File: src/rtl/ioc_pkg.sv
package ioc_pkg;

    typedef enum logic [1:0] {
        ST_OFF    = 2'd0,
        ST_SETTLE = 2'd1,
        ST_READY  = 2'd2
    } ioc_state_e;

    localparam int CODE_W      = 4;
    localparam int DATA_W      = 32;

    // byte offsets of the three registers
    localparam int OFS_CTRL    = 0;
    localparam int OFS_EN_SET  = 4;
    localparam int OFS_EN_CLR  = 8;

    // control word field positions
    localparam int BIT_SWCTL   = 1;
    localparam int BIT_READY   = 8;
    localparam int LSB_OVR_PD  = 16;
    localparam int LSB_OVR_PU  = 20;
    localparam int LSB_MEAS_PD = 24;
    localparam int LSB_MEAS_PU = 28;

endpackage

File: src/rtl/ioc_decode.sv
module ioc_decode
    import ioc_pkg::*;
#(
    parameter int ADDR_W = 4
) (
    input  logic              bus_wr,
    input  logic [ADDR_W-1:0] bus_addr,
    input  logic              wdata_b0,
    output logic              wr_ctrl,
    output logic              en_set,
    output logic              en_clr,
    output logic              rd_ctrl,
    output logic              rd_en
);

    logic hit_ctrl;
    logic hit_set;
    logic hit_clr;

    always_comb begin
        hit_ctrl = (bus_addr == ADDR_W'(OFS_CTRL));
        hit_set  = (bus_addr == ADDR_W'(OFS_EN_SET));
        hit_clr  = (bus_addr == ADDR_W'(OFS_EN_CLR));
        wr_ctrl  = bus_wr && hit_ctrl;
        en_set   = bus_wr && hit_set && wdata_b0;
        en_clr   = bus_wr && hit_clr && wdata_b0;
        rd_ctrl  = hit_ctrl;
        rd_en    = hit_set || hit_clr;
    end

endmodule

File: src/rtl/ioc_regs.sv
module ioc_regs
    import ioc_pkg::*;
(
    input  logic              clk,
    input  logic              rst_n,
    input  logic              wr_ctrl,
    input  logic              wr_swctl,
    input  logic [CODE_W-1:0] wr_ovr_pd,
    input  logic [CODE_W-1:0] wr_ovr_pu,
    output logic              sw_ctrl,
    output logic [CODE_W-1:0] ovr_pd,
    output logic [CODE_W-1:0] ovr_pu
);

    always_ff @(posedge clk or negedge rst_n) begin
        if (!rst_n) begin
            sw_ctrl <= 1'b0;
            ovr_pd  <= '0;
            ovr_pu  <= '0;
        end else if (wr_ctrl) begin
            sw_ctrl <= wr_swctl;
            ovr_pd  <= wr_ovr_pd;
            ovr_pu  <= wr_ovr_pu;
        end
    end

endmodule

File: src/rtl/ioc_fsm.sv
module ioc_fsm
    import ioc_pkg::*;
#(
    parameter int SETTLE_CYCLES = 16
) (
    input  logic clk,
    input  logic rst_n,
    input  logic en_set,
    input  logic en_clr,
    input  logic cell_rdy_i,
    output logic cell_en,
    output logic ready
);

    localparam int CNT_W = (SETTLE_CYCLES < 2) ? 1 : $clog2(SETTLE_CYCLES);
    localparam logic [CNT_W-1:0] CNT_LAST = CNT_W'(SETTLE_CYCLES - 1);

    ioc_state_e       state_q, state_d;
    logic [CNT_W-1:0] cnt_q, cnt_d;

    // state register
    always_ff @(posedge clk or negedge rst_n) begin
        if (!rst_n) begin
            state_q <= ST_OFF;
            cnt_q   <= '0;
        end else begin
            state_q <= state_d;
            cnt_q   <= cnt_d;
        end
    end

    // transitions: enable, settled, lost, disable
    always_comb begin
        state_d = state_q;
        cnt_d   = cnt_q;
        if (en_clr) begin
            state_d = ST_OFF;
            cnt_d   = '0;
        end else begin
            unique case (state_q)
                ST_OFF: begin
                    if (en_set) begin
                        state_d = ST_SETTLE;
                        cnt_d   = '0;
                    end
                end
                ST_SETTLE: begin
                    if (cnt_q >= CNT_LAST && cell_rdy_i) begin
                        state_d = ST_READY;
                    end else if (cnt_q < CNT_LAST) begin
                        cnt_d = cnt_q + 1'b1;
                    end
                end
                ST_READY: begin
                    if (!cell_rdy_i) begin
                        state_d = ST_SETTLE;
                        cnt_d   = '0;
                    end
                end
                default: begin
                    state_d = ST_OFF;
                    cnt_d   = '0;
                end
            endcase
        end
    end

    // outputs
    always_comb begin
        cell_en = 1'b0;
        ready   = 1'b0;
        unique case (state_q)
            ST_OFF:    ;
            ST_SETTLE: cell_en = 1'b1;
            ST_READY: begin
                cell_en = 1'b1;
                ready   = 1'b1;
            end
            default:   ;
        endcase
    end

endmodule

File: src/rtl/ioc_codes.sv
module ioc_codes
    import ioc_pkg::*;
(
    input  logic              clk,
    input  logic              rst_n,
    input  logic              ready,
    input  logic              sw_ctrl,
    input  logic [CODE_W-1:0] cell_pd_i,
    input  logic [CODE_W-1:0] cell_pu_i,
    input  logic [CODE_W-1:0] ovr_pd,
    input  logic [CODE_W-1:0] ovr_pu,
    output logic [CODE_W-1:0] meas_pd,
    output logic [CODE_W-1:0] meas_pu,
    output logic [CODE_W-1:0] code_pd,
    output logic [CODE_W-1:0] code_pu
);

    logic track;

    always_comb track = ready && !sw_ctrl;

    always_ff @(posedge clk or negedge rst_n) begin
        if (!rst_n) begin
            meas_pd <= '0;
            meas_pu <= '0;
        end else if (track) begin
            meas_pd <= cell_pd_i;
            meas_pu <= cell_pu_i;
        end
    end

    always_comb begin
        code_pd = sw_ctrl ? ovr_pd : meas_pd;
        code_pu = sw_ctrl ? ovr_pu : meas_pu;
    end

endmodule

File: src/rtl/ioc_ctrl.sv
module ioc_ctrl
    import ioc_pkg::*;
#(
    parameter int ADDR_W        = 4,
    parameter int SETTLE_CYCLES = 16
) (
    input  logic              clk,
    input  logic              rst_n,
    input  logic              bus_wr,
    input  logic [ADDR_W-1:0] bus_addr,
    input  logic [31:0]       bus_wdata,
    output logic [31:0]       bus_rdata,
    output logic              cell_en_o,
    input  logic              cell_rdy_i,
    input  logic [3:0]        cell_pd_i,
    input  logic [3:0]        cell_pu_i,
    output logic [3:0]        code_pd_o,
    output logic [3:0]        code_pu_o
);

    logic              wr_ctrl, en_set, en_clr, rd_ctrl, rd_en;
    logic              sw_ctrl, ready;
    logic [CODE_W-1:0] ovr_pd, ovr_pu, meas_pd, meas_pu;
    logic [DATA_W-1:0] ctrl_word;
    logic              wdata_unused;

    always_comb wdata_unused = ^{bus_wdata[31:24], bus_wdata[15:2]};

    ioc_decode #(.ADDR_W(ADDR_W)) u_decode (
        .bus_wr   (bus_wr),
        .bus_addr (bus_addr),
        .wdata_b0 (bus_wdata[0]),
        .wr_ctrl  (wr_ctrl),
        .en_set   (en_set),
        .en_clr   (en_clr),
        .rd_ctrl  (rd_ctrl),
        .rd_en    (rd_en)
    );

    ioc_regs u_regs (
        .clk       (clk),
        .rst_n     (rst_n),
        .wr_ctrl   (wr_ctrl),
        .wr_swctl  (bus_wdata[BIT_SWCTL]),
        .wr_ovr_pd (bus_wdata[LSB_OVR_PD +: CODE_W]),
        .wr_ovr_pu (bus_wdata[LSB_OVR_PU +: CODE_W]),
        .sw_ctrl   (sw_ctrl),
        .ovr_pd    (ovr_pd),
        .ovr_pu    (ovr_pu)
    );

    ioc_fsm #(.SETTLE_CYCLES(SETTLE_CYCLES)) u_fsm (
        .clk        (clk),
        .rst_n      (rst_n),
        .en_set     (en_set),
        .en_clr     (en_clr),
        .cell_rdy_i (cell_rdy_i),
        .cell_en    (cell_en_o),
        .ready      (ready)
    );

    ioc_codes u_codes (
        .clk       (clk),
        .rst_n     (rst_n),
        .ready     (ready),
        .sw_ctrl   (sw_ctrl),
        .cell_pd_i (cell_pd_i),
        .cell_pu_i (cell_pu_i),
        .ovr_pd    (ovr_pd),
        .ovr_pu    (ovr_pu),
        .meas_pd   (meas_pd),
        .meas_pu   (meas_pu),
        .code_pd   (code_pd_o),
        .code_pu   (code_pu_o)
    );

    always_comb begin
        ctrl_word = '0;
        ctrl_word[BIT_SWCTL]               = sw_ctrl;
        ctrl_word[BIT_READY]               = ready;
        ctrl_word[LSB_OVR_PD +: CODE_W]    = ovr_pd;
        ctrl_word[LSB_OVR_PU +: CODE_W]    = ovr_pu;
        ctrl_word[LSB_MEAS_PD +: CODE_W]   = meas_pd;
        ctrl_word[LSB_MEAS_PU +: CODE_W]   = meas_pu;
    end

    always_comb begin
        bus_rdata = '0;
        if (rd_ctrl) begin
            bus_rdata = ctrl_word;
        end else if (rd_en) begin
            bus_rdata[0] = cell_en_o;
        end
    end

endmodule

File: config.mk
export PLATFORM = sky130hd
export DESIGN_NAME = ioc_ctrl
export DESIGN_NICKNAME = d
export VERILOG_FILES = /design/src/rtl/ioc_pkg.sv /design/src/rtl/ioc_decode.sv /design/src/rtl/ioc_regs.sv /design/src/rtl/ioc_fsm.sv /design/src/rtl/ioc_codes.sv /design/src/rtl/ioc_ctrl.sv
export SDC_FILE = /design/constraint.sdc
export NUM_CORES = 1
export LEC_CHECK = 0
export ABC_AREA = 1
export BUFFER_PORTS_ARGS = -buffer_cell sky130_fd_sc_hd__clkbuf_2
export CORE_MARGIN = 2
export CORE_UTILIZATION = 41
export CTS_BUF_LIST = sky130_fd_sc_hd__clkbuf_2
export CTS_CLUSTER_DIAMETER = 40
export DETAILED_ROUTE_END_ITERATION = 16
export PLACE_DENSITY = 0.79
export SYNTH_ARGS = -nofsm -noshare
export SYNTH_HDL_FRONTEND = slang
export SYNTH_SLANG_ARGS = --single-unit
File: constraint.sdc
create_clock -name clk -period 1.1 [get_ports clk]
set_input_delay 0.22 -clock clk [delete_from_list [all_inputs] [get_ports clk]]
set_output_delay 0.22 -clock clk [all_outputs]
set_load 0.02 [all_outputs]
==> flow_summary.json, run 1 <==
{
  "numCtsBuffers": 3,
  "internal-power_uw": 2080,
  "crit_arrival_ns": 1.38,
  "reg2regPathDepth": 7,
  "finalSetupViolCount": 42,
  "first_iter_violations": 111,
  "placed_cell_area_sq_mm": 0.00208,
  "fmax_ghz": 0.623,
  "placement.io_buffers": 53,
  "total_power_uw": 3640,
  "ys_ff_latch": 23,
  "worstSkewPairLatency_ns": 0.34,
  "die_h_um": 64.6,
  "p_clk_share_pct": 10.3,
  "period_share_pct": 146,
  "antenna_left": 0,
  "cts.path.max_buffers": 2,
  "final.setup.worst_slack_ns": -0.504,
  "cts_tree": "yes",
  "final-hold-violation-count": 0,
  "dr.pass1.iters": 4,
  "period_needed_ns": 1.60,
  "rsz0062_at_grt": "yes",
  "syn_area_per_cell_sq_um": 7.32,
  "dieArea_sq_mm": 0.00418,
  "routedWlPerCell_um": 14.5,
  "drc": 0,
  "syn-cell-area_sq_mm": 0.00151,
  "rows": 22,
  "gp_congestion": 0.882,
  "clock-sinks": 23,
  "yosys_warnings": 0,
  "maxCapViolCount": 0,
  "clkTransAtPathRegs_ns": 0.24,
  "multiInputGateArea_sq_mm": 0.00114,
  "h-tree-depth": 1,
  "grt_usage_pct": 21.7,
  "hold_start": "cell_pd_i[1]",
  "die_x_um": 64.6,
  "power-per-cell-area_mw_per_mm2": 1290,
  "drive_gt1_share_pct": 67.6,
  "vias": 1630,
  "root_buffer": "clkbuf_2",
  "crit_type": "reg -> out",
  "num-fill-cells": 213,
  "p_switching_uw": 1560,
  "routed_wl_mm": 4.95,
  "r2r-end": "u_codes.meas_pu[3]",
  "cp-end-kind": "output port",
  "hold_class": "in -> reg",
  "initial_core_util_pct": 41.8,
  "fin_area_sq_mm": 0.00283,
  "ys_seq_area_share_pct": 38.2,
  "place_hpwl_mm": 2.80,
  "leakagePower_uw": 0.00140,
  "synthCells": 206,
  "switching_share_pct": 42.7,
  "pwr-share-comb_pct": 58.8,
  "regArea_sq_um": 577,
  "vias_per_cell": 4.78,
  "antenna_cells": 0,
  "grt_pass1_wl_mm": 7.03,
  "worst-endpoint-required_ns": 0.88,
  "max_stage_delay_ns": 0.44,
  "synthToLayoutAreaGrowth_pct": 87.6,
  "antenna_found_initial": 0,
  "status": "complete, but fails checks",
  "critical_path_peak_fanout": 2,
  "cpMaxStageDelayCell": "dfrtp_1",
  "reg2reg_setup_slack_ns": -0.28,
  "maxSlewViolCount": 0,
  "cp-start-kind": "register",
  "coreArea_sq_mm": 0.00361,
  "seqPwrFrac_pct": 30.9,
  "nets": 347,
  "yosysUniqueCellTypes": 25,
  "violations": "negative setup slack",
  "r2r-start": "u_fsm.state_q[1]",
  "grt_max_degree": 24,
  "peakVddDrop_mv": 1.14,
  "boundaryPins": 89,
  "min_path_cells": 3,
  "overflow": 0,
  "crit_chain": "inv_2, ha_4, and3_4, buf_8",
  "fin_skew_ns": 0.00502,
  "grt_pass1_vias": 1558,
  "holdPathEnd": "u_codes.meas_pd[1]"
}
what timing repair did:
item | CTS | global route
endpoints found under the hold margin | 23 | 0
pin swaps | 20 | 20
hold buffers | 1 | 0
setup buffers | 4 | 10
gates cloned | 2 | 0
gates resized for setup | 102 | 84
setup endpoints to repair | 42 | 42
per-layer routing:
metal / vias to the layer above / part of all wire (%) / GRT usage [%]
li1: 781 / - / -
met1: 788 / 38 / 25.1
met2: 55 / 56 / 42.1
met3: 6 / 4.3 / 2.43
met4: 0 / 1.3 / 5.32
met5: - / 0 / 0
state kept, by name (all words and copies together) (netlist names):
register	flops
u_regs.ovr_pu	4
u_regs.sw_ctrl	1
u_fsm.state_q	2
u_codes.meas_pu	4
u_regs.ovr_pd	4
u_codes.meas_pd	4
u_fsm.cnt_q	4
worst max-delay path: cells and delay by family, from the launching register on:
| family | cells | cell delay (ns) |
|---|---|---|
| flip-flops | 1 | 0.44 |
| adder cells (fa/ha/maj) | 1 | 0.26 |
| buffers and inverters | 2 | 0.17 |
| AND/OR/NAND/NOR | 1 | 0.17 |
how the worst max path moves through the flow:
| stage | from | to | slack [ns] | cells past startpoint |
|---|---|---|---|---|
| 2_1_floorplan | u_fsm.state_q[1] | bus_rdata[0] | -0.10 | 3 |
| 3_3_place_gp | bus_addr[0] | bus_rdata[17] | -0.29 | 8 |
| 3_5_place_dp | bus_addr[0] | bus_rdata[17] | -0.30 | 8 |
| 4_1_cts | u_fsm.state_q[0] | bus_rdata[0] | -0.51 | 4 |
| 5_1_grt | u_fsm.state_q[1] | bus_rdata[0] | -0.60 | 4 |
| 6_report | u_fsm.state_q[1] | bus_rdata[0] | -0.50 | 4 |
power by group through the flow:
stage	registers, uW	clock network (uW)	logic (uW)
floorplan	1100	0	990
global placement	1090	0	1430
detailed placement	1100	0	1460
CTS	1090	370	1860
global route	1130	421	2300
finish	1130	375	2140
cell families (layout without fill, tap and decap cells):
| logic type | Yosys count | in the layout | share of synthesized area [%] |
|---|---|---|---|
| compound gates | 25 | 25 | 10.5 |
| xor+xnor | 1 | 1 | 0.581 |
| fa+ha+maj | 5 | 5 | 4.15 |
| buf+inv | 52 | 126 | 17.1 |
| flops | 23 | 23 | 38.2 |
| other cells | 1 | 13 | 0.249 |
| simple gates | 99 | 100 | 29.2 |
synthesized netlist by cell type (all sizes together):
library cell	n	area share [%]
nor2	43	11
nand3	13	5.8
a21oi	17	7.9
nand3b	1	0.50
inv	34	8.5
clkinv	1	0.33
xor2	1	0.58
and3	1	0.42
nor3	1	0.66
buf	16	8.0
clkbuf	1	0.25
o21ai	8	2.7
nand4	2	0.83
nand2	38	10
ha	5	4.1
dfrtp	23	38
conb	1	0.25
stage by stage:
| step | hold slack, ns | utilization (%) | worst slack (ns) | cells | setup TNS, ns |
|---|---|---|---|---|---|
| after floorplan | -0.0756 | - | -0.101 | 218 | -1.07 |
| after global placement | 0.212 | 57.8 | -0.287 | 321 | -5.95 |
| after detailed placement | 0.223 | 57.8 | -0.300 | 321 | -6.33 |
| after CTS | 0.0891 | 71.9 | -0.514 | 332 | -11.66 |
| after global routing | 0.0651 | 78.5 | -0.597 | 341 | -14.69 |
| final | 0.0937 | 78.5 | -0.504 | 341 | -12.03 |
final cells by class:
type	count	area share, %
Sequential cell	23	20.4
Tap cell	48	2.12
Clock buffer	4	0.708
Inverter	35	5.35
Multi-Input combinational cell	144	40.4
Timing Repair Buffer	87	31.0
cells in the final DEF, fill, tap and decap left out, types with 3 or more instances in the layout:
cell type,count
clkinv_4,3
buf_6,8
nand3_4,3
nor2_2,4
a21oi_2,15
nor2_4,25
nand2_2,8
nand3_2,7
buf_8,24
nand3_1,3
clkbuf_8,4
nand2_4,7
nor2_1,14
o21ai_2,6
conb_1,13
nand2_1,23
clkbuf_2,27
dfrtp_1,22
inv_1,10
buf_4,24
inv_2,20
(Power assumes the default switching activity.)
==> run 2: changes to the inputs <==
Settings changed: CORE_UTILIZATION 41 to 23, PLACE_DENSITY 0.79 to unset, TNS_END_PERCENT set to 100.
==> flow_summary.json, run 2 (same netlist as run 1, synthesis figures left out) <==
{
  "status": "complete, but fails checks",
  "violations": "negative setup slack",
  "dieArea_sq_mm": 0.00722,
  "h-tree-depth": 1,
  "maxSlewViolCount": 0,
  "leakagePower_uw": 0.00140,
  "routed-wl-met3_um": 198,
  "worst-endpoint-required_ns": 0.88,
  "fmax_ghz": 0.620,
  "critPathLaunch": "u_fsm.state_q[1]",
  "mostFrequentLayoutCell": "nand2_1",
  "antenna_cells": 0,
  "highest-signal-layer": "met4",
  "cp-start-kind": "register",
  "final.setup.worst_slack_ns": -0.512,
  "synthToLayoutAreaGrowth_pct": 80.5,
  "antenna_found_initial": 0,
  "drive_gt1_share_pct": 56.1,
  "gp_congestion": 0.762,
  "vias": 1579,
  "grt_usage_pct": 12.3,
  "boundaryPins": 89,
  "clock-sinks": 23,
  "root_buffer": "clkbuf_2",
  "vias_per_cell": 4.23,
  "rsz0062_at_grt": "yes",
  "finalSetupTns_ns": -12.90,
  "initial_core_util_pct": 23.7,
  "crit_arrival_ns": 1.39,
  "place_hpwl_mm": 3.07,
  "die_h_um": 85.0,
  "period_needed_ns": 1.61,
  "worstSkewPairLatency_ns": 0.34,
  "clkTransAtPathRegs_ns": 0.23,
  "grt_max_degree": 24,
  "critical_path_peak_fanout": 3,
  "grt_pass1_vias": 1515,
  "rows": 29,
  "reg2regPathDepth": 9,
  "drc": 0,
  "fin_skew_ns": 0.00545,
  "critPathCapture": "bus_rdata[0]",
  "wl_met1_mm": 1.75,
  "final_cell_mix": "nand2_1, clkbuf_2, nor2_1, buf_4, inv_1",
  "final-hold-violation-count": 0,
  "min_path_cells": 3,
  "coreArea_sq_mm": 0.00635,
  "placement.io_buffers": 53,
  "r2r-end": "u_fsm.cnt_q[3]",
  "routed_wl_mm": 4.48,
  "total_power_uw": 3450,
  "grt_pass1_wl_mm": 7.17,
  "cp-end-kind": "output port",
  "hold_class": "in -> reg",
  "dr.pass1.iters": 4,
  "routedWlPerCell_um": 12.0,
  "cts_tree": "yes",
  "wl_met2_mm": 2.52,
  "finalSetupViolCount": 42,
  "crit_type": "reg -> out",
  "maxCapViolCount": 0,
  "dpl.cell_count": 353,
  "first_iter_violations": 52,
  "antenna_left": 0,
  "cts.path.max_buffers": 2,
  "r2r-start": "u_fsm.state_q[1]",
  "power-per-cell-area_mw_per_mm2": 1270,
  "die_x_um": 85.0,
  "period_share_pct": 147,
  "post-route-util_pct": 42.9,
  "numCtsBuffers": 3,
  "nets": 350,
  "peakVddDrop_mv": 0.970,
  "reg2reg_setup_slack_ns": -0.30,
  "overflow": 0,
  "stdcell_count": 373
}
==> run 2: power by group <==
| part | internal [uW] | leakage [uW] | switching (uW) |
|---|---|---|---|
| Clock | 82.4 | 0.0000164 | 272 |
| Combinational | 949 | 0.00112 | 1040 |
| Sequential | 989 | 0.000267 | 116 |
| Total | 2020 | 0.00140 | 1430 |
==> run 2: timing repair <==
action | in CTS | in global routing
pin swaps | 17 | 13
endpoints found under the setup margin | 42 | 43
endpoints found under the hold margin | 23 | 0
gates resized for setup | 84 | 53
cloned | 3 | 0
buffers inserted | 8 | 4
hold buffers | 1 | 0
==> run 2: critical path, cell delays in order, from the launching register on <==
cell     delay (ns)
dfrtp_1        0.45
inv_2          0.06
ha_4           0.27
and3_4         0.17
buf_8          0.10
==> run 2: how the worst min path moves through the flow <==
stage,from,endpoint,slack (ns)
final,cell_pd_i[0],u_codes.meas_pd[0],0.08
after global routing,cell_pd_i[0],u_codes.meas_pd[0],0.05
after CTS,cell_pd_i[0],u_codes.meas_pd[0],0.07
after detailed placement,rst_n,u_fsm.state_q[0],0.22
after global placement,rst_n,u_fsm.cnt_q[3],0.22
after floorplan,rst_n,u_codes.meas_pd[0],-0.08
==> run 2: routing by layer <==
metal  global-route usage [%]  up-vias
met5                        0        -
met4                     1.30        0
met3                     2.72        2
met2                     23.7       43
met1                     14.3      743
li1                         -      791
==> run 2: layout make-up <==
cell class	count	area, sq um
well taps	77	96.3
clock inverters	1	5.00
inverters	35	151
flip-flops and latches	23	577
repair inverters	1	7.51
clock buffers	3	15.0
multi-input cells	144	1000
fillers	616	3630
repair buffers	89	868
==> run 2: metrics by stage <==
step                hold WS, ns  area, sq um  setup WS (ns)
floorplan               -0.0756         1740         -0.101
global placement          0.222         2140         -0.304
detailed placement        0.221         2140         -0.328
CTS                      0.0651         2590         -0.559
global route             0.0513         2720         -0.596
finish                   0.0818         2720         -0.512
==> run 3: changes to the inputs <==
Settings changed: SYNTH_HIERARCHICAL set to 1.
==> flow_summary.json, run 3 <==
{
  "gp_congestion": 0.777,
  "die_x_um": 87.2,
  "antenna_left": 0,
  "vias_per_cell": 4.16,
  "synth_xor_area_share_pct": 0,
  "clock-sinks": 23,
  "maxSlewViolCount": 0,
  "routed_wl_mm": 4.70,
  "grt_pass1_wl_mm": 7.09,
  "crit_type": "reg -> out",
  "cp-start-kind": "register",
  "grt_usage_pct": 11.7,
  "synth_edf_count": 0,
  "placement.io_buffers": 53,
  "first_iter_violations": 62,
  "reg2reg_setup_slack_ns": -0.30,
  "cts.path.max_buffers": 2,
  "regArea_sq_um": 577,
  "status": "complete, but fails checks",
  "dr.pass1.iters": 4,
  "cts_tree": "yes",
  "synthCells": 229,
  "synth.top_cell.area_share_pct": 36.2,
  "period_needed_ns": 1.61,
  "rsz0062_at_grt": "yes",
  "die_h_um": 87.2,
  "drc": 0,
  "peakVddDrop_mv": 0.546,
  "root_buffer": "clkbuf_2",
  "syn_area_per_cell_sq_um": 6.94,
  "hold_class": "in -> reg",
  "crit_arrival_ns": 1.39,
  "maxCapViolCount": 0,
  "synth_top_family_by_area": "simple AND/OR/NAND/NOR gates",
  "rows": 30,
  "yosysUniqueCellTypes": 26,
  "grt_max_degree": 24,
  "async_flop_share_pct": 100,
  "synth_compound_area_share_pct": 1.02,
  "final.setup.worst_slack_ns": -0.507,
  "leakagePower_uw": 0.00148,
  "overflow": 0,
  "critical_path_peak_fanout": 2,
  "synthSimpleGateAreaFrac_pct": 39.1,
  "ys_ff_latch": 23,
  "fmax_ghz": 0.622,
  "initial_core_util_pct": 23.5,
  "numCtsBuffers": 3,
  "place_hpwl_mm": 3.21,
  "final_cell_mix": "nand2_1, clkbuf_2, nand2_2",
  "synthToLayoutAreaGrowth_pct": 68.2,
  "synthMuxAreaShare_pct": 0,
  "finalSetupViolCount": 42,
  "ys.flop_type": "dfrtp_1",
  "worst-endpoint-required_ns": 0.88,
  "final-hold-violation-count": 0,
  "period_share_pct": 146,
  "synthAdderAreaFrac_pct": 3.93,
  "h-tree-depth": 1,
  "yosys_warnings": 6,
  "fin_skew_ns": 0.00260,
  "mostFrequentLayoutCell": "nand2_1",
  "coreArea_sq_mm": 0.00676,
  "synth.most_common_cell": "nand2_1",
  "clkTransAtPathRegs_ns": 0.24,
  "ys_seq_area_share_pct": 36.2,
  "syn-cell-area_sq_mm": 0.00159,
  "synth_largest_area_cell": "dfrtp_1",
  "drive_gt1_share_pct": 49.4,
  "total_power_uw": 3300,
  "finalSetupTns_ns": -11.03,
  "power-per-cell-area_mw_per_mm2": 1240,
  "synthTopCellsByArea": "dfrtp_1, nand2_1, inv_1, buf_4, ha_1",
  "multiInputGateArea_sq_um": 933,
  "antenna_found_initial": 0,
  "violations": "negative setup slack",
  "vias": 1649,
  "synth_commonest_cells": "nand2_1, inv_1, dfrtp_1, buf_4, nand3_1",
  "routedWlPerCell_um": 11.9,
  "worstSkewPairLatency_ns": 0.35,
  "boundaryPins": 89,
  "grt_pass1_vias": 1545,
  "antenna_cells": 0,
  "dieArea_sq_mm": 0.00760,
  "cp-end-kind": "output port",
  "nets": 370,
  "num-fill-cells": 690
}
## run 3: worst max-delay path: stages (launching register included)
cell	delay, ns
dfrtp_1	0.43
inv_2	0.07
ha_4	0.28
nand2_4	0.05
nor2_4	0.09
buf_8	0.11
## run 3: per-stage QoR
step           hold slack, ns  std cells  utilization, %  cell area (sq um)  worst slack [ns]
2_1_floorplan         -0.0756        241               -               1710            -0.101
3_3_place_gp            0.172        377            30.9               2090            -0.233
3_5_place_dp            0.177        377            30.9               2090            -0.247
4_1_cts               0.00867        388            36.8               2490            -0.541
5_1_grt                0.0140        396            39.6               2680            -0.566
6_report               0.0337        396            39.6               2680            -0.507
## run 3: path summary, 6_finish.rpt
check,from,depth (start not counted),end
max in group asynchronous,rst_n,3,u_regs/sw_ctrl
hold reg to reg,u_codes/meas_pd[1],2,u_codes/meas_pd[1]
setup / recovery,u_fsm/state_q[0],5,bus_rdata[0]
hold / removal,bus_wdata[1],3,u_regs/sw_ctrl
setup reg to reg,u_fsm/state_q[1],9,u_fsm/cnt_q[3]
min in group asynchronous,rst_n,3,u_fsm/state_q[0]
## run 3: kinds of logic after synthesis
| family | Yosys count |
|---|---|
| other | 1 |
| adder cells (fa/ha/maj) | 5 |
| AND/OR/NAND/NOR | 147 |
| buffers and inverters | 51 |
| AO/OA/AOI/OAI | 2 |
| flip-flops | 23 |
## run 3: repair_timing
item,4_1_cts,5_1_grt
pin swaps,27,20
endpoints found under the hold margin,23,3
hold buffers,1,3
buffers inserted,4,4
resized for setup,71,46
endpoints found under the setup margin,42,42
gates cloned,2,2
## run 3: metal layers
layer	up-vias	wire (um)	track usage [%]
met3	0	194	2.56
met1	775	2080	14.4
met5	-	0	0
met4	0	0	0.420
li1	830	-	-
met2	44	2430	21.7
## run 3: final cells by class
type                    instances  area share [%]
clock buffers                   3           0.561
well taps                      80            3.74
inverters                      32            4.96
multi-input cells             167            34.9
repair buffers                 89            33.9
repair inverters                1           0.234
flip-flops and latches         23            21.6
clock inverters                 1           0.187
## run 3: power by group
part | internal [uW] | switching (uW)
clock network | 82.4 | 286
logic | 892 | 936
registers | 975 | 134
